$ cat config.mk
export PLATFORM = sky130hd
export DESIGN_NAME = fdc_host_handshake
export DESIGN_NICKNAME = d
export VERILOG_FILES = /design/src/rtl/fdc_hs_pkg.sv /design/src/rtl/fdc_hs_ctrl.sv /design/src/rtl/fdc_hs_dp.sv /design/src/rtl/fdc_host_handshake.sv
export SDC_FILE = /design/constraint.sdc
export NUM_CORES = 1
export LEC_CHECK = 0
export BUFFER_PORTS_ARGS = -buffer_cell sky130_fd_sc_hd__buf_4
export CAP_MARGIN = 20
export CELL_PAD_IN_SITES_DETAIL_PLACEMENT = 1
export CELL_PAD_IN_SITES_GLOBAL_PLACEMENT = 1
export CORE_MARGIN = 2
export CORE_UTILIZATION = 40
export CTS_BUF_LIST = sky130_fd_sc_hd__clkbuf_4 sky130_fd_sc_hd__clkbuf_8
export CTS_CLUSTER_SIZE = 20
export DETAILED_ROUTE_END_ITERATION = 8
export GPL_TIMING_DRIVEN = 1
export PLACE_DENSITY_LB_ADDON = 0.1
export SLEW_MARGIN = 20
export SYNTH_ARGS = -nofsm -noshare
export SYNTH_HDL_FRONTEND = slang
export SYNTH_SLANG_ARGS = --single-unit
$ cat constraint.sdc
create_clock -name clk -period 4.1 [get_ports clk]
set_clock_uncertainty 0.15 [all_clocks]
set_input_delay 0 -clock clk [delete_from_list [all_inputs] [get_ports clk]]
set_output_delay 0 -clock clk [all_outputs]
set_load 0.01 [all_outputs]
$ cat src/rtl/fdc_hs_pkg.sv
package fdc_hs_pkg;
  // status byte flag positions
  localparam int MSR_RQM    = 7;
  localparam int MSR_DIO    = 6;
  localparam int MSR_NONDMA = 5;
  localparam int MSR_BUSY   = 4;
  // data-rate register power-down position
  localparam int DSR_PWRDN  = 6;
  // output register positions
  localparam int DOR_NRST   = 2;
  localparam int DOR_DMAEN  = 3;

  typedef enum logic [1:0] {
    SEL_DOR  = 2'd0,
    SEL_MAIN = 2'd1,
    SEL_DATA = 2'd2,
    SEL_NONE = 2'd3
  } regSel_e;

  typedef enum logic [1:0] {
    XF_NONE = 2'd0,
    XF_DMA  = 2'd1,
    XF_PIO  = 2'd2,
    XF_RSVD = 2'd3
  } xferMode_e;

  typedef struct packed {
    logic ctlReset;
    logic enterResult;
    logic enterCommand;
    logic startDma;
    logic startPio;
    logic pioToHost;
    logic posInc;
    logic clrIrq;
    logic captureMulti;
    logic clrPwrDn;
    logic dsrWr;
    logic dorWr;
    logic dorForceRun;
  } strobe_t;
endpackage

$ cat src/rtl/fdc_hs_ctrl.sv
module fdc_hs_ctrl
  import fdc_hs_pkg::*;
#(
  parameter int DATA_W     = 8,
  parameter int LEN_W      = 8,
  parameter int RESULT_LEN = 7
) (
  input  logic              hostRd,
  input  logic              hostWr,
  input  logic [1:0]        regSel,
  input  logic [DATA_W-1:0] wrData,
  input  logic [7:0]        msrQ,
  input  logic [DATA_W-1:0] dorQ,
  input  logic [LEN_W-1:0]  dataPos,
  input  logic [LEN_W-1:0]  dataLen,
  input  logic [LEN_W-1:0]  cmdLen,
  input  logic [LEN_W-1:0]  resLen,
  input  logic [1:0]        xferMode,
  input  logic              xferDir,
  input  logic [LEN_W-1:0]  xferLen,
  input  logic              dmaDone,
  output strobe_t           stb,
  output logic [LEN_W-1:0]  newLen,
  output logic              rdLegal
);
  localparam logic [LEN_W-1:0] RES_LEN_C = LEN_W'(RESULT_LEN);

  logic rqm, dio, nonDma, busy;
  logic selData, wrAny, wrLegal, mainRd, dsrW, dorW, dorRise;
  logic dmaFinish, lastByte, cmdDone;
  logic [LEN_W:0] posNext;

  assign rqm    = msrQ[MSR_RQM];
  assign dio    = msrQ[MSR_DIO];
  assign nonDma = msrQ[MSR_NONDMA];
  assign busy   = msrQ[MSR_BUSY];

  assign selData  = (regSel == SEL_DATA);
  assign wrAny    = hostWr && !hostRd;
  assign rdLegal  = hostRd && selData && rqm && dio;
  assign wrLegal  = wrAny && selData && rqm && !dio && dorQ[DOR_NRST];
  assign mainRd   = hostRd && (regSel == SEL_MAIN);
  assign dsrW     = wrAny && (regSel == SEL_MAIN);
  assign dorW     = wrAny && (regSel == SEL_DOR);
  assign dorRise  = dorW && !dorQ[DOR_NRST] && wrData[DOR_NRST];
  assign dmaFinish = dmaDone && busy && !rqm;

  assign posNext  = {1'b0, dataPos} + 1'b1;
  assign lastByte = posNext >= {1'b0, dataLen};
  assign cmdDone  = posNext >= {1'b0, cmdLen};

  always_comb begin
    stb = '0;
    newLen = '0;
    stb.ctlReset    = (dsrW && wrData[DSR_PWRDN]) || dorRise;
    stb.clrPwrDn    = rdLegal || wrLegal || mainRd || dorRise;
    stb.dsrWr       = dsrW;
    stb.dorWr       = dorW;
    stb.dorForceRun = mainRd;
    stb.pioToHost   = xferDir;
    if (dmaFinish) begin
      stb.enterResult = 1'b1;
      newLen = RES_LEN_C;
    end else if (rdLegal) begin
      stb.posInc = 1'b1;
      if (nonDma) begin
        if (lastByte) begin
          stb.enterResult = 1'b1;
          newLen = RES_LEN_C;
        end
      end else begin
        stb.clrIrq = (dataPos == '0);
        stb.enterCommand = lastByte;
      end
    end else if (wrLegal) begin
      stb.posInc = 1'b1;
      if (nonDma) begin
        if (lastByte) begin
          stb.enterResult = 1'b1;
          newLen = RES_LEN_C;
        end
      end else begin
        stb.captureMulti = (dataPos == '0);
        if (cmdDone) begin
          case (xferMode)
            XF_DMA: stb.startDma = 1'b1;
            XF_PIO: begin
              stb.startPio = 1'b1;
              newLen = xferLen;
            end
            default: begin
              stb.enterResult = 1'b1;
              newLen = resLen;
            end
          endcase
        end
      end
    end
  end
endmodule

$ cat src/rtl/fdc_hs_dp.sv
module fdc_hs_dp
  import fdc_hs_pkg::*;
#(
  parameter int DATA_W      = 8,
  parameter int LEN_W       = 8,
  parameter bit DMA_PRESENT = 1'b1
) (
  input  logic              clk,
  input  logic              rstN,
  input  strobe_t           stb,
  input  logic [LEN_W-1:0]  newLen,
  input  logic [DATA_W-1:0] wrData,
  output logic [7:0]        msrQ,
  output logic [DATA_W-1:0] dorQ,
  output logic [DATA_W-1:0] dsrQ,
  output logic [LEN_W-1:0]  dataPos,
  output logic [LEN_W-1:0]  dataLen,
  output logic              irq,
  output logic              multiTrack
);
  localparam logic [7:0] MSR_IDLE = 8'h80;
  localparam logic [DATA_W-1:0] DOR_INIT =
    DATA_W'((1 << DOR_NRST) | (int'(DMA_PRESENT) << DOR_DMAEN));

  always_ff @(posedge clk or negedge rstN) begin
    if (!rstN) begin
      msrQ       <= MSR_IDLE;
      dataPos    <= '0;
      dataLen    <= '0;
      irq        <= 1'b0;
      multiTrack <= 1'b0;
      dsrQ       <= '0;
      dorQ       <= DOR_INIT;
    end else begin
      if (stb.ctlReset) begin
        msrQ       <= MSR_IDLE;
        dataPos    <= '0;
        dataLen    <= '0;
        irq        <= 1'b0;
        multiTrack <= 1'b0;
      end else begin
        if (stb.enterResult) begin
          dataLen            <= newLen;
          dataPos            <= '0;
          msrQ[MSR_RQM]      <= 1'b1;
          msrQ[MSR_DIO]      <= 1'b1;
          msrQ[MSR_BUSY]     <= 1'b1;
          msrQ[MSR_NONDMA]   <= 1'b0;
          irq                <= 1'b1;
        end else if (stb.enterCommand) begin
          dataPos        <= '0;
          msrQ[MSR_BUSY] <= 1'b0;
          msrQ[MSR_DIO]  <= 1'b0;
        end else if (stb.startDma) begin
          dataPos        <= '0;
          msrQ[MSR_BUSY] <= 1'b1;
          msrQ[MSR_RQM]  <= 1'b0;
        end else if (stb.startPio) begin
          dataPos          <= '0;
          dataLen          <= newLen;
          msrQ[MSR_BUSY]   <= 1'b1;
          msrQ[MSR_NONDMA] <= 1'b1;
          if (stb.pioToHost) msrQ[MSR_DIO] <= 1'b1;
        end else if (stb.posInc) begin
          dataPos <= dataPos + 1'b1;
        end
        if (stb.clrIrq && !stb.enterResult) irq <= 1'b0;
        if (stb.captureMulti) multiTrack <= wrData[DATA_W-1];
      end
      if (stb.dsrWr) dsrQ <= wrData;
      else if (stb.clrPwrDn) dsrQ[DSR_PWRDN] <= 1'b0;
      if (stb.dorWr) dorQ <= wrData;
      else if (stb.dorForceRun) dorQ[DOR_NRST] <= 1'b1;
    end
  end

  AST_RESULT_FLAGS: assert property (@(posedge clk) disable iff (!rstN)
    (stb.enterResult && !stb.ctlReset) |=> (msrQ[7:4] == 4'b1101 && dataPos == '0 && irq));
  AST_CTL_RESET: assert property (@(posedge clk) disable iff (!rstN)
    stb.ctlReset |=> (msrQ == MSR_IDLE && dataPos == '0 && !irq && !multiTrack));
  AST_DMA_LOCK: assert property (@(posedge clk) disable iff (!rstN)
    (stb.startDma && !stb.ctlReset) |=> (!msrQ[MSR_RQM] && msrQ[MSR_BUSY]));
  AST_DSR_STORE: assert property (@(posedge clk) disable iff (!rstN)
    stb.dsrWr |=> (dsrQ[DSR_PWRDN] == $past(wrData[DSR_PWRDN])));
endmodule

$ cat src/rtl/fdc_host_handshake.sv
module fdc_host_handshake
  import fdc_hs_pkg::*;
#(
  parameter int DATA_W      = 8,
  parameter int LEN_W       = 8,
  parameter int RESULT_LEN  = 7,
  parameter bit DMA_PRESENT = 1'b1
) (
  input  logic              clk,
  input  logic              rstN,
  input  logic              hostRd,
  input  logic              hostWr,
  input  logic [1:0]        regSel,
  input  logic [DATA_W-1:0] wrData,
  output logic [DATA_W-1:0] rdData,
  input  logic [LEN_W-1:0]  cmdLen,
  input  logic [LEN_W-1:0]  resLen,
  input  logic [1:0]        xferMode,
  input  logic              xferDir,
  input  logic [LEN_W-1:0]  xferLen,
  input  logic [DATA_W-1:0] stubData,
  input  logic              dmaDone,
  output logic              irq,
  output logic              multiTrack,
  output logic [LEN_W-1:0]  dataPos,
  output logic              pwrDown,
  output logic              dmaEnable
);
  strobe_t            stb;
  logic [LEN_W-1:0]   newLen;
  logic               rdLegal;
  logic [7:0]         msrQ;
  logic [DATA_W-1:0]  dorQ;
  logic [DATA_W-1:0]  dsrQ;
  logic [LEN_W-1:0]   dataLen;

  fdc_hs_ctrl #(.DATA_W(DATA_W), .LEN_W(LEN_W), .RESULT_LEN(RESULT_LEN)) i_ctrl (
    .hostRd(hostRd), .hostWr(hostWr), .regSel(regSel), .wrData(wrData),
    .msrQ(msrQ), .dorQ(dorQ), .dataPos(dataPos), .dataLen(dataLen),
    .cmdLen(cmdLen), .resLen(resLen), .xferMode(xferMode), .xferDir(xferDir),
    .xferLen(xferLen), .dmaDone(dmaDone), .stb(stb), .newLen(newLen),
    .rdLegal(rdLegal)
  );

  fdc_hs_dp #(.DATA_W(DATA_W), .LEN_W(LEN_W), .DMA_PRESENT(DMA_PRESENT)) i_dp (
    .clk(clk), .rstN(rstN), .stb(stb), .newLen(newLen), .wrData(wrData),
    .msrQ(msrQ), .dorQ(dorQ), .dsrQ(dsrQ), .dataPos(dataPos),
    .dataLen(dataLen), .irq(irq), .multiTrack(multiTrack)
  );

  always_comb begin
    rdData = '0;
    if (hostRd) begin
      case (regSel)
        SEL_DOR:  rdData = dorQ;
        SEL_MAIN: rdData = DATA_W'(msrQ);
        SEL_DATA: rdData = rdLegal ? stubData : '0;
        default:  rdData = '0;
      endcase
    end
  end

  assign pwrDown   = dsrQ[DSR_PWRDN];
  assign dmaEnable = dorQ[DOR_DMAEN];

  AST_ILLEGAL_RD_ZERO: assert property (@(posedge clk) disable iff (!rstN)
    (hostRd && regSel == SEL_DATA && !(msrQ[MSR_RQM] && msrQ[MSR_DIO])) |-> (rdData == '0));
  AST_ILLEGAL_RD_HOLD: assert property (@(posedge clk) disable iff (!rstN)
    (hostRd && regSel == SEL_DATA && !(msrQ[MSR_RQM] && msrQ[MSR_DIO]) && !dmaDone)
      |=> ($stable(dataPos) && $stable(msrQ)));
  AST_MSR_WAKE: assert property (@(posedge clk) disable iff (!rstN)
    (hostRd && regSel == SEL_MAIN) |=> (!pwrDown && dorQ[DOR_NRST]));
  AST_STRAY_DMA_DONE: assert property (@(posedge clk) disable iff (!rstN)
    (dmaDone && msrQ[MSR_RQM] && !hostRd && !hostWr) |=> $stable(msrQ));
endmodule

== Word level (Yosys, flattened, before mapping) ==
Index checks and enable logic that the tools add are counted.
Storage, ports and cells
  register bits after elaboration: 31
  bits of input ports: 50
  output and inout port bits: 20
  word-level logic and storage cells: 130
Operators by class
  add/subtract/negate cells: 2
  magnitude comparators: 2
  equal/unequal tests: 7
  muxes and demuxes: 66
  reduce and logical (&&, ||, !) cells: 42
Operators with widths (count)
  8-bit 2-to-1 mux: 19
  1-bit 2-to-1 mux: 34
  8-bit one-hot mux with 3 select lines: 1
  9-bit by 8-bit >= comparator with 1-bit output: 2
  1-bit logical AND: 17
  8-bit one-hot mux with 2 select lines: 1
  3-bit 2-to-1 mux: 4
  2-bit 2-to-1 mux: 5
  8-bit by 1-bit adder with 9-bit output (second input constant): 1
  3-bit nonzero test: 3
  8-bit by 1-bit adder with 8-bit output (second input constant): 1
  8-bit zero test: 1
  4-bit 2-to-1 mux: 2
  4-bit nonzero test: 2
  3-bit by 1-bit != test with 1-bit output (second input constant): 2
  3-bit AND reduction: 2
  2-bit nonzero test: 3
  6-bit nonzero test: 1
  1-bit zero test: 5
  5-bit nonzero test: 1
  2-bit by 1-bit == test with 1-bit output (second input constant): 2
  2-bit == test (second input constant): 2
  1-bit logical OR: 4
  4-bit by 1-bit != test with 1-bit output (second input constant): 1
  other kinds (3): 3

== Logic depth before layout (Yosys ltp) ==
Gate-level depths: netlist (run 1).
  word-level depth: 15
  mapped depth: 13
  depth with buffers taken out: 12

== Modules after synthesis ==
Synthesis (run 1) repeated with hierarchy kept, for this count alone.
Second synthesis, totals
  cell total of the unflattened synthesis: 287
  area, all modules: 2752.6 µm²
By module, submodules not included
  fdc_hs_dp: times used 1, cells an instance 129, area an instance 1635.3 µm²
  fdc_hs_ctrl: times used 1, cells an instance 137, area an instance 924.6 µm²
  fdc_host_handshake: times used 1, cells an instance 21, area an instance 192.7 µm²

== Worst setup path before layout (run 1) ==
Ideal clock, no wire load.
  path kind: register to register
  start point: register i_dp.dataPos[0]
  end point: register i_dp.dataLen[0]
  library setup time: 0.125 ns
  arrival: 3.235 ns
  required time: 3.825 ns
  slack: 0.590 ns
  stages on the path, launching flop included: 14
  period minus slack after synthesis: 3.510 ns
  cells stage by stage: dfrtp_1 inv_1 nor3_1 nand3_1 xnor2_1 ha_1 and3_1 nor2b_1 or4_4 a21oi_4 o21a_4 or3b_1 buf_6 mux2_4
On the way
  longest elaborated chain between the ends: 12
  elaborated cells on any way between the ends: 33
  those cells by class: add/sub (1); order compare (2); eq/ne (2); mux (26); reduce/logical (2)
Ends and longest elaborated chain
  from (decl): RTL line fdc_hs_dp.sv:16  | output logic [LEN_W-1:0] dataPos,
  from (signal assigned): RTL line fdc_hs_dp.sv:65  | dataPos <= dataPos + 1'b1;
  8-bit by 1-bit adder with 9-bit output (*): RTL line fdc_hs_ctrl.sv:48  | assign posNext = {1'b0, dataPos} + 1'b1;
  9-bit by 8-bit >= comparator with 1-bit output, on equally long branches: RTL line fdc_hs_ctrl.sv:50, fdc_hs_ctrl.sv:49
  8-bit 2-to-1 mux or 3-bit 2-to-1 mux (tied branches): RTL line fdc_hs_ctrl.sv:84, fdc_hs_ctrl.sv:67, fdc_hs_ctrl.sv:78
  8-bit 2-to-1 mux: RTL line fdc_hs_ctrl.sv:77  | if (nonDma) begin
  8-bit 2-to-1 mux: RTL line fdc_hs_ctrl.sv:75  | end else if (wrLegal) begin
  8-bit 2-to-1 mux: RTL line fdc_hs_ctrl.sv:64  | end else if (rdLegal) begin
  8-bit 2-to-1 mux: RTL line fdc_hs_ctrl.sv:61  | if (dmaFinish) begin
  8-bit 2-to-1 mux: RTL line fdc_hs_dp.sv:58  | end else if (stb.startPio) begin
  8-bit 2-to-1 mux: RTL line fdc_hs_dp.sv:54  | end else if (stb.startDma) begin
  8-bit 2-to-1 mux: RTL line fdc_hs_dp.sv:50  | end else if (stb.enterCommand) begin
  8-bit 2-to-1 mux: RTL line fdc_hs_dp.sv:42  | if (stb.enterResult) begin
  8-bit 2-to-1 mux: RTL line fdc_hs_dp.sv:35  | if (stb.ctlReset) begin
  to (signal assigned): RTL line fdc_hs_dp.sv:43  | dataLen <= newLen;
  to (signal assigned): RTL line fdc_hs_dp.sv:60  | dataLen <= newLen;
  to (decl): RTL line fdc_hs_dp.sv:17  | output logic [LEN_W-1:0] dataLen,
Mark *: on every way between the ends. The rest lies on a longest branch, timed or not. The select of a mux whose other input is x is not followed.
A chain may end at the register's enable or synchronous reset.

== Worst setup path after layout (run 1) ==
  start point: register i_dp.dataPos[2]
  end point: register i_dp.dataLen[0]
The elaborated chain is that of the path after synthesis.

==> results of run 1 <==
## what timing repair did
| action | CTS | global route |
|---|---|---|
| endpoints found under the setup margin | 0 | 8 |
| buffers inserted | 0 | 0 |
| hold endpoints to repair | 47 | 0 |
| gates resized for setup | 0 | 1 |
| hold buffers | 23 | 0 |
## Yosys cell counts, drive strengths merged, types with 2 or more instances
library cell / number / share of area (%)
a211oi: 2 / 0.64
a21o: 4 / 1.3
a21oi: 20 / 4.8
a221oi: 3 / 1.1
a22o: 6 / 2.3
a22oi: 9 / 2.9
and2: 5 / 1.3
and3: 4 / 1.1
and4: 2 / 0.86
buf: 2 / 0.64
clkbuf: 4 / 0.64
dfrtp: 28 / 30
dfstp: 3 / 3.4
ha: 20 / 11
inv: 22 / 3.5
mux2: 16 / 9.0
nand2: 17 / 2.7
nand2b: 2 / 0.54
nand3: 7 / 1.5
nor2: 18 / 2.9
nor2b: 15 / 4.0
nor3: 2 / 0.43
nor4: 2 / 0.54
o21a: 3 / 1.3
o21ai: 12 / 2.6
or3: 3 / 0.81
xnor2: 3 / 1.1
## worst min path at each step
stage,startpoint,end,slack (ps),depth (start not counted)
after floorplan,rstN,i_dp.dataLen[0]$_DFFE_PN0P_,-450,0
after global placement,rstN,i_dp.dataPos[3]$_DFFE_PN0P_,-190,1
after detailed placement,rstN,i_dp.dataPos[0]$_DFFE_PN0P_,-190,1
after CTS,resLen[6],i_dp.dataLen[6]$_DFFE_PN0P_,7,4
after global routing,resLen[6],i_dp.dataLen[6]$_DFFE_PN0P_,30,4
final,resLen[6],i_dp.dataLen[6]$_DFFE_PN0P_,20,4
## worst max-delay path, delay by kind of cell (launching register included)
family                     cells  cell delay (ps)
AOI/OAI and AO/OA              3              770
muxes                          1              320
xor gates and xnor gates       1              290
and+or+nand+nor                6             1330
DFF                            1              490
adders and majority gates      1              300
## routing by layer
metal / vias up / global-route usage, % / wire length (um)
met5: - / 0 / 0
met4: 0 / 6.61 / 58
met3: 6 / 3.03 / 216
met2: 50 / 37.5 / 3310
met1: 1093 / 29.6 / 3220
li1: 1100 / - / -
## area by class of cell
| type | instances | area, um2 |
|---|---|---|
| inverters | 22 | 82.6 |
| fillers | 665 | 2310 |
| clock buffers | 5 | 68.8 |
| flip-flops and latches | 31 | 779 |
| clock inverters | 3 | 43.8 |
| multi-input cells | 194 | 1440 |
| repair buffers | 93 | 756 |
| well taps | 72 | 90.1 |
## cell families after synthesis
kind of cell	after synthesis	share of synthesized area, %
XOR/XNOR	4	1.50
AO/OA/AOI/OAI	68	20.3
multiplexers	16	9.02
adder cells (fa/ha/maj)	20	10.7
flip-flops	31	33.5
AND/OR/NAND/NOR	86	20.1
buffers and inverters	28	4.83
## stage by stage
stage / worst slack [ps] / total power, mW
after detailed placement: 199 / 0.810
after global routing: 53.7 / 1.22
after global placement: 304 / 0.791
after floorplan: 590 / 0.634
after CTS: 155 / 1.15
final: 314 / 1.14
## registers in the layout, summed over array words and instances, names as in the netlist
name and count:
i_dp.dorQ 8, i_dp.msrQ 4, i_dp.dataLen 8, i_dp.dataPos 8
i_dp.dsrQ 1, i_dp.irq 1, i_dp.multiTrack 1
## placed cells by master (no fill, tap or decap), types with 2 or more instances in the layout
| cell | count |
|---|---|
| dfstp_2 | 3 |
| clkbuf_8 | 5 |
| nor3_1 | 2 |
| or3_1 | 3 |
| and3_1 | 4 |
| a21o_1 | 4 |
| a22o_1 | 6 |
| nand3_1 | 7 |
| a221oi_1 | 3 |
| mux2_4 | 8 |
| nand2b_1 | 2 |
| ha_1 | 20 |
| dlygate4sd3_1 | 23 |
| nor2_1 | 18 |
| a21oi_1 | 19 |
| nor2b_1 | 15 |
| and2_1 | 5 |
| inv_1 | 22 |
| mux2_2 | 8 |
| xnor2_1 | 3 |
| buf_4 | 70 |
| o21ai_0 | 12 |
| o21a_1 | 2 |
| nor4_1 | 2 |
| a211oi_1 | 2 |
| a22oi_1 | 9 |
| nand2_1 | 17 |
| dfrtp_1 | 28 |
## power by group through the flow
stage / registers [mW] / logic (mW) / clock network (mW)
after floorplan: 0.407 / 0.227 / 0
after global placement: 0.411 / 0.380 / 0
after detailed placement: 0.414 / 0.396 / 0
after CTS: 0.409 / 0.421 / 0.315
after global routing: 0.417 / 0.469 / 0.329
final: 0.409 / 0.423 / 0.311
==> results_dict.tcl, run 1 <==
set metrics [dict create \
    status "finished clean" \
    grt.total_usage_pct 22.2 \
    synth_edf_count 0 \
    cp_cell_sequence "nand3_1, nor3_1, nand3_1, xnor2_1, ha_1, and3_1, a221o_1, nor2_1, a22o_1, o21a_4, or3b_4, mux2_4" \
    port_buffers 69 \
    ys_seq_elements 31 \
    required_ps 4130 \
    syn_area_per_cell_um2 9.21 \
    arrival_ps 3810 \
    syn_inst 253 \
    first_global_vias 2249 \
    pwr-share-seq_pct 35.8 \
    drtPass1Iterations 4 \
    reg2reg_from "i_dp.dataPos[2]$_DFFE_PN0P_" \
    totalWireLength_um 6810 \
    power_frac_comb_pct 37.0 \
    cts_root_buffer "clkbuf_8" \
    switching_share_pct 34.8 \
    synth_cell_types 51 \
    worstSetupStartpointType "flip-flop" \
    dp.cells 389 \
    timing.fmax_mhz 264 \
    nNetsFinal 417 \
    synthFlopType "dfrtp_1" \
    period_share_pct 92.3 \
    drt_iter0_markers 79 \
    numCtsBuffers 5 \
    insertion_delay_ps 290 \
    crit_path_end_kind "flip-flop" \
    syn_nets 323 \
    max_slew.worst_pin.slew_ps 582 \
    cts_tree "yes" \
    max_slew_margin_pct 61.0 \
    yosysWarnings 0 \
    p_per_area_mw_per_mm2 350 \
    worstRegToRegCells 12 \
    crit_path_max_incr_delay_ps 490 \
    vias 2249 \
    crit_top_cell "nand3_1" \
    synthToLayoutAreaGrowth_pct 40.0 \
    path_clk_slew_ps 70 \
    die_x_um 80.3 \
    gp_congestion 0.786 \
    cts_max_path_buffers 2 \
    whs_ps 17.1 \
    crit_end "i_dp.dataLen[0]$_DFFE_PN0P_" \
    final_core_util_pct 58.5 \
    core.rowCount 27 \
    initial_core_util_pct 41.8 \
    rsz0062_at_grt "false" \
    internal_power_mw 0.745 \
    drv_cap 0 \
    r2r-end "i_dp.dataLen[0]$_DFFE_PN0P_" \
    overflow 0 \
    die_area_mm2 0.00645 \
    crit_type "flip-flop to flip-flop" \
    final_design_area_no_fill_mm2 0.00326 \
    dp_hpwl_um 5110 \
    cp-startpoint "i_dp.dataPos[2]$_DFFE_PN0P_" \
    power_switching_mw 0.398 \
    antenna_found_initial 0 \
    cellLeakagePower_nw 1.57 \
    hold_class "input pin to flip-flop" \
    syn-cell-area_mm2 0.00233 \
    ys_async_sr_fraction_pct 100 \
    drc 0 \
    r2r_slack_ps 310 \
    hold_viol 0 \
    via_per_inst 5.35 \
    ant_nets 0 \
    p_clk_share_pct 27.2 \
    min_period_ps 3790 \
    grt_max_degree 32 \
    stdcell_count 420 \
    synth_seq_area_share_pct 33.5 \
    pin_count 70 \
    clock-sinks 31 \
    critPathSlowestCell "dfrtp_1" \
    final.setup.tns_ps 0 \
    wire_per_inst_um 16.2 \
    layout-drive-gt1-share_pct 29.9 \
    critPathMaxFanout 9 \
    grt_pass1_wl_um 11000 \
    setup_viol 0 \
    dpl_cell_area_mm2 0.00292 \
    die_y_um 80.3 \
    cts-htree-levels 2 \
    slew_viol_final 0 \
    vdd_drop_max_mv 0.162 \
    n_antenna_cell 0 \
    core_mm2 0.00557 \
]
Power figures use the tool's default switching activity.
==> inputs of run 2 (changes only) <==
--- a/config.mk
+++ b/config.mk
@@ -15,7 +15,7 @@
 export CTS_CLUSTER_SIZE = 20
 export DETAILED_ROUTE_END_ITERATION = 8
 export GPL_TIMING_DRIVEN = 1
-export PLACE_DENSITY_LB_ADDON = 0.1
+export PLACE_DENSITY = 0.85
 export SLEW_MARGIN = 20
 export SYNTH_ARGS = -nofsm -noshare
 export SYNTH_HDL_FRONTEND = slang
==> run 2 against run 1 <==
- via count grew 3.3%
- sequential share of layout area grew 0.10 points
- die area is the same
- sequential power is essentially flat
- critical endpoint is now i_dp.dataLen[6]$_DFFE_PN0P_
- cell count is the same
- combinational power grew 2%
- hold slack gained 14 ps
- fmax shrank 2.9%
- critical path type unchanged
- first-iteration DRC count grew 5.1%
- non-clock buffer count is the same
- register-to-register slack lost 110 ps
- sequential cell count is the same
==> results_dict.tcl, run 2 (synthesis gave the netlist of run 1 again) <==
set metrics [dict create \
    nNetsFinal 417 \
    final_core_util_pct 58.2 \
    power_switching_mw 0.411 \
    insertion_delay_ps 300 \
    drc 0 \
    core.rowCount 27 \
    min_period_ps 3900 \
    setup_viol 0 \
    arrival_ps 3940 \
    ant_nets 0 \
    cts_root_buffer "clkbuf_8" \
    pin_count 70 \
    hold_class "input pin to async pin" \
    crit_path_end_kind "flip-flop" \
    vias 2323 \
    cts-htree-levels 2 \
    switching_share_pct 37.6 \
    grt.total_usage_pct 24.3 \
    slew_viol_final 0 \
    cts_max_path_buffers 2 \
    layout-drive-gt1-share_pct 29.9 \
    antenna_found_initial 0 \
    reg.largest.list "i_dp.dataLen x8, i_dp.dataPos x8, i_dp.dorQ x8" \
    pwr-share-seq_pct 37.5 \
    hold_viol 0 \
    required_ps 4140 \
    grt_max_degree 32 \
    status "finished clean" \
    synthToLayoutAreaGrowth_pct 39.4 \
    internal_power_mw 0.683 \
    p_clk_share_pct 22.9 \
    p_per_area_mw_per_mm2 337 \
    cts_setup_buffers 0 \
    max_slew_margin_pct 58.6 \
    gp_congestion 0.823 \
    mostFrequentLayoutCells "buf_4 (69), dfrtp_1 (28), dlygate4sd3_1 (24), inv_1 (22), ha_1 (20)" \
    n_antenna_cell 0 \
    numCtsBuffers 5 \
    via_per_inst 5.53 \
    crit_type "flip-flop to flip-flop" \
    cellLeakagePower_nw 1.56 \
    first_global_vias 2507 \
    grt_pass1_wl_um 12000 \
    core_mm2 0.00557 \
    vdd_drop_max_mv 0.192 \
    wire_per_inst_um 17.7 \
    final.setup.tns_ps 0 \
    rsz0062_at_grt "false" \
    worstSetupStartpointType "flip-flop" \
    timing.fmax_mhz 256 \
    drtPass1Iterations 4 \
    port_buffers 69 \
    power_frac_comb_pct 39.6 \
    critPathMaxFanout 9 \
    die_y_um 80.3 \
    dp_hpwl_um 5410 \
    die_x_um 80.3 \
    path_clk_slew_ps 80 \
    initial_core_util_pct 41.8 \
    final_common_cell "buf_4" \
    max_slew.worst_pin.slew_ps 618 \
    die_area_mm2 0.00645 \
    cts_tree "yes" \
    period_share_pct 95.1 \
    overflow 0 \
    totalWireLength_um 7420 \
    drt_iter0_markers 83 \
    clock-sinks 31 \
    drv_cap 0 \
]
[run 2: changes by cell type in the layout (fill, tap and decap cells not counted), sizes merged]
cell,before,now
buf,70,69
bufinv,1,0
clkinv,2,1
clkinvlp,0,2
dlygate4sd3,23,24
[run 2: cell type report]
type                    count  area (um2)
clock inverters             3        20.0
repair buffers             93         758
clock buffers               5        68.8
flip-flops and latches     31         779
fillers                   652        2330
inverters                  22        82.6
well taps                  72        90.1
multi-input cells         194        1450
[run 2: per-layer routing]
metal / wire length (um) / GRT usage, % / part of all wire [%] / up-vias
met3: 278 / 3.82 / 3.7 / 10
li1: - / - / - / 1103
met1: 3360 / 30.6 / 45 / 1149
met5: 0 / 0 / 0 / -
met2: 3660 / 42.0 / 49 / 61
met4: 121 / 8.47 / 1.6 / 0
[run 2: repair_timing]
action	4_1_cts	5_1_grt
hold buffers	24	0
setup endpoints to repair	0	10
hold endpoints to repair	47	0
gates resized for setup	0	2
[run 2: power by group through the flow]
stage          clock network (mW)  logic (mW)  registers [mW]
6_report                    0.250       0.433           0.410
5_1_grt                     0.267       0.481           0.416
4_1_cts                     0.251       0.431           0.408
3_5_place_dp                    0       0.403           0.412
3_3_place_gp                    0       0.382           0.408
2_1_floorplan                   0       0.227           0.407
[run 2: path summary, 6_finish.rpt]
kind / slack, ps / end / start / cells after the start
hold reg to reg: 370 / i_dp.dorQ[7]$_DFFE_PN0P_ / i_dp.dorQ[7]$_DFFE_PN0P_ / 1
min in group clk: 40 / i_dp.dsrQ[6]$_DFFE_PN0P_ / hostRd / 4
setup / recovery: 200 / i_dp.dataLen[6]$_DFFE_PN0P_ / i_dp.dataPos[2]$_DFFE_PN0P_ / 12
hold / removal: 30 / i_dp.msrQ[6]$_DFFE_PN0P_ / rstN / 2
setup reg to reg: 200 / i_dp.dataLen[6]$_DFFE_PN0P_ / i_dp.dataPos[2]$_DFFE_PN0P_ / 12
max in group asynchronous: 3430 / i_dp.dorQ[2]$_DFFE_PN1P_ / rstN / 2
[run 2: metrics by stage]
step	total power [mW]	std cells	area [um2]	hold slack, ps	setup WS, ps
2_1_floorplan	0.634	253	2330	-446	590
3_3_place_gp	0.791	388	2910	-189	298
3_5_place_dp	0.816	388	2910	-187	89.9
4_1_cts	1.09	420	3240	29.9	64.7
5_1_grt	1.16	420	3250	55.1	53.1
6_report	1.09	420	3250	31.5	200
[run 2: worst max-delay path, cell delays in order (launching register included)]
cell	delay, ps
dfrtp_1	490
nand3_1	110
nor3_1	330
nand3_1	190
xnor2_2	240
ha_1	280
and3_1	200
a221o_1	340
nor2_1	200
a22o_1	280
o21a_4	180
or3b_4	480
mux2_4	330
==> inputs of run 3 (changes only) <==
--- a/config.mk
+++ b/config.mk
@@ -15,6 +15,7 @@
 export CTS_CLUSTER_SIZE = 20
 export DETAILED_ROUTE_END_ITERATION = 8
 export GPL_TIMING_DRIVEN = 1
+export MAX_ROUTING_LAYER = met4
 export PLACE_DENSITY = 0.85
 export SLEW_MARGIN = 20
 export SYNTH_ARGS = -nofsm -noshare
==> run 3 against run 2 <==
- cell count unchanged
- sequential power about the same
- fmax increased by 0.28%
- sequential cell count stayed put
- global-route usage grew 0.75 points
- clock power hardly changed
- routed wire length down 0.20%
- first-iteration DRC count unchanged
- largest power group unchanged
==> results_dict.tcl, run 3 (synthesis gave the netlist of run 1 again) <==
set metrics [dict create \
    drc 0 \
    required_ps 4130 \
    max_slew.worst_pin.slew_ps 628 \
    die_area_mm2 0.00645 \
    vdd_drop_max_mv 0.191 \
    place_ws_ps 89.9 \
    first_global_vias 2501 \
    cts_setup_buffers 0 \
    synthToLayoutAreaGrowth_pct 39.4 \
    reg.largest.list "i_dp.dataLen x8, i_dp.dataPos x8, i_dp.dorQ x8" \
    final_common_cell "buf_4" \
    dpl_cell_area_mm2 0.00291 \
    ant_nets 0 \
    wire_per_inst_um 17.6 \
    crit_path_end_kind "flip-flop" \
    status "finished clean" \
    die_x_um 80.3 \
    antenna_found_initial 0 \
    overflow 0 \
    period_share_pct 94.8 \
    grt.total_usage_pct 25.0 \
    vias 2304 \
    cellLeakagePower_nw 1.56 \
    critPathMaxFanout 8 \
    n_antenna_cell 0 \
    cts-htree-levels 2 \
    max_slew_margin_pct 58.0 \
    stdcell_count 420 \
    dp_hpwl_um 5410 \
    final_design_area_no_fill_mm2 0.00325 \
    fin_ws_ps 211 \
    rsz0062_at_grt "false" \
    arrival_ps 3920 \
    hold_viol 0 \
    insertion_delay_ps 300 \
    final.setup.tns_ps 0 \
    gp_congestion 0.835 \
    port_buffers 69 \
    cts_max_path_buffers 2 \
    timing.fmax_mhz 257 \
    setup_viol 0 \
    drt_iter0_markers 83 \
    grt_pass1_wl_um 12100 \
    totalWireLength_um 7400 \
    initial_core_util_pct 41.8 \
    numCtsBuffers 5 \
    clock-sinks 31 \
    hold_class "input pin to async pin" \
    crit_type "flip-flop to flip-flop" \
    core_mm2 0.00557 \
    layout-drive-gt1-share_pct 30.2 \
    grt_max_degree 32 \
    via_per_inst 5.49 \
    whs_ps 36.7 \
    drv_cap 0 \
    path_clk_slew_ps 70 \
    nNetsFinal 417 \
    min_period_ps 3890 \
    slew_viol_final 0 \
    pin_count 70 \
    drtPass1Iterations 4 \
    cts_root_buffer "clkbuf_8" \
    cts_tree "yes" \
    mostFrequentLayoutCells "buf_4 (69), dfrtp_1 (28), dlygate4sd3_1 (24), inv_1 (22), ha_1 (20)" \
    worstSetupStartpointType "flip-flop" \
    dp.cells 388 \
    p_per_area_mw_per_mm2 336 \
    die_y_um 80.3 \
    core.rowCount 27 \
]
==> run 3: cell count changes in the layout (fill, tap and decap cells not counted) <==
cell / previous run / this run
a211o_2: 0 / 1
a211o_1: 1 / 0
==> run 3: final timing paths <==
check,start,end,slack [ps],cells past startpoint
setup reg to reg,i_dp.dataPos[3]$_DFFE_PN0P_,i_dp.dataLen[6]$_DFFE_PN0P_,210,12
min in group clk,hostRd,i_dp.dsrQ[6]$_DFFE_PN0P_,50,4
max in group asynchronous,rstN,i_dp.dorQ[2]$_DFFE_PN1P_,3430,2
hold reg to reg,i_dp.dorQ[7]$_DFFE_PN0P_,i_dp.dorQ[7]$_DFFE_PN0P_,360,1
setup / recovery,i_dp.dataPos[3]$_DFFE_PN0P_,i_dp.dataLen[6]$_DFFE_PN0P_,210,12
hold / removal,rstN,i_dp.dataLen[7]$_DFFE_PN0P_,40,2
==> run 3: worst max-delay path: stages (launching register included) <==
cell and delay, ps:
dfrtp_1 480, nand3_1 110, nor3_1 320, nand3_1 190, xnor2_2 240, ha_1 280
and3_1 200, a221o_1 340, nor2_1 200, a22o_1 280, o21a_4 180, or3b_4 480
mux2_4 330
==> run 3: cell type report <==
type / count / area [um2]
Sequential cell: 31 / 779
Clock buffer: 5 / 68.8
Tap cell: 72 / 90.1
Inverter: 22 / 82.6
Multi-Input combinational cell: 194 / 1450
Clock inverter: 3 / 20.0
Fill cell: 651 / 2330
Timing Repair Buffer: 93 / 758
==> run 3: through the flow <==
step	total power [mW]	util (%)
floorplan	0.634	-
global placement	0.791	52.2
detailed placement	0.816	52.2
CTS	1.09	58.1
global route	1.16	58.3
finish	1.09	58.3
==> run 3: where the power goes <==
group          internal (mW)  switching, mW
logic                  0.208          0.225
registers              0.356         0.0528
clock network          0.118          0.131
total                  0.683          0.408
==> run 3: repair_timing <==
item | in CTS | in global routing
resized for setup | 0 | 3
endpoints found under the hold margin | 47 | 0
hold buffers | 24 | 0
setup endpoints to repair | 0 | 10
==> run 3: routing by layer <==
| metal | up-vias | share of wire (%) | global-route usage (%) |
|---|---|---|---|
| li1 | 1100 | - | - |
| met1 | 1142 | 46 | 31.0 |
| met4 | 0 | 1.9 | 8.47 |
| met3 | 12 | 2.9 | 3.60 |
| met5 | - | 0 | - |
| met2 | 50 | 49 | 42.0 |
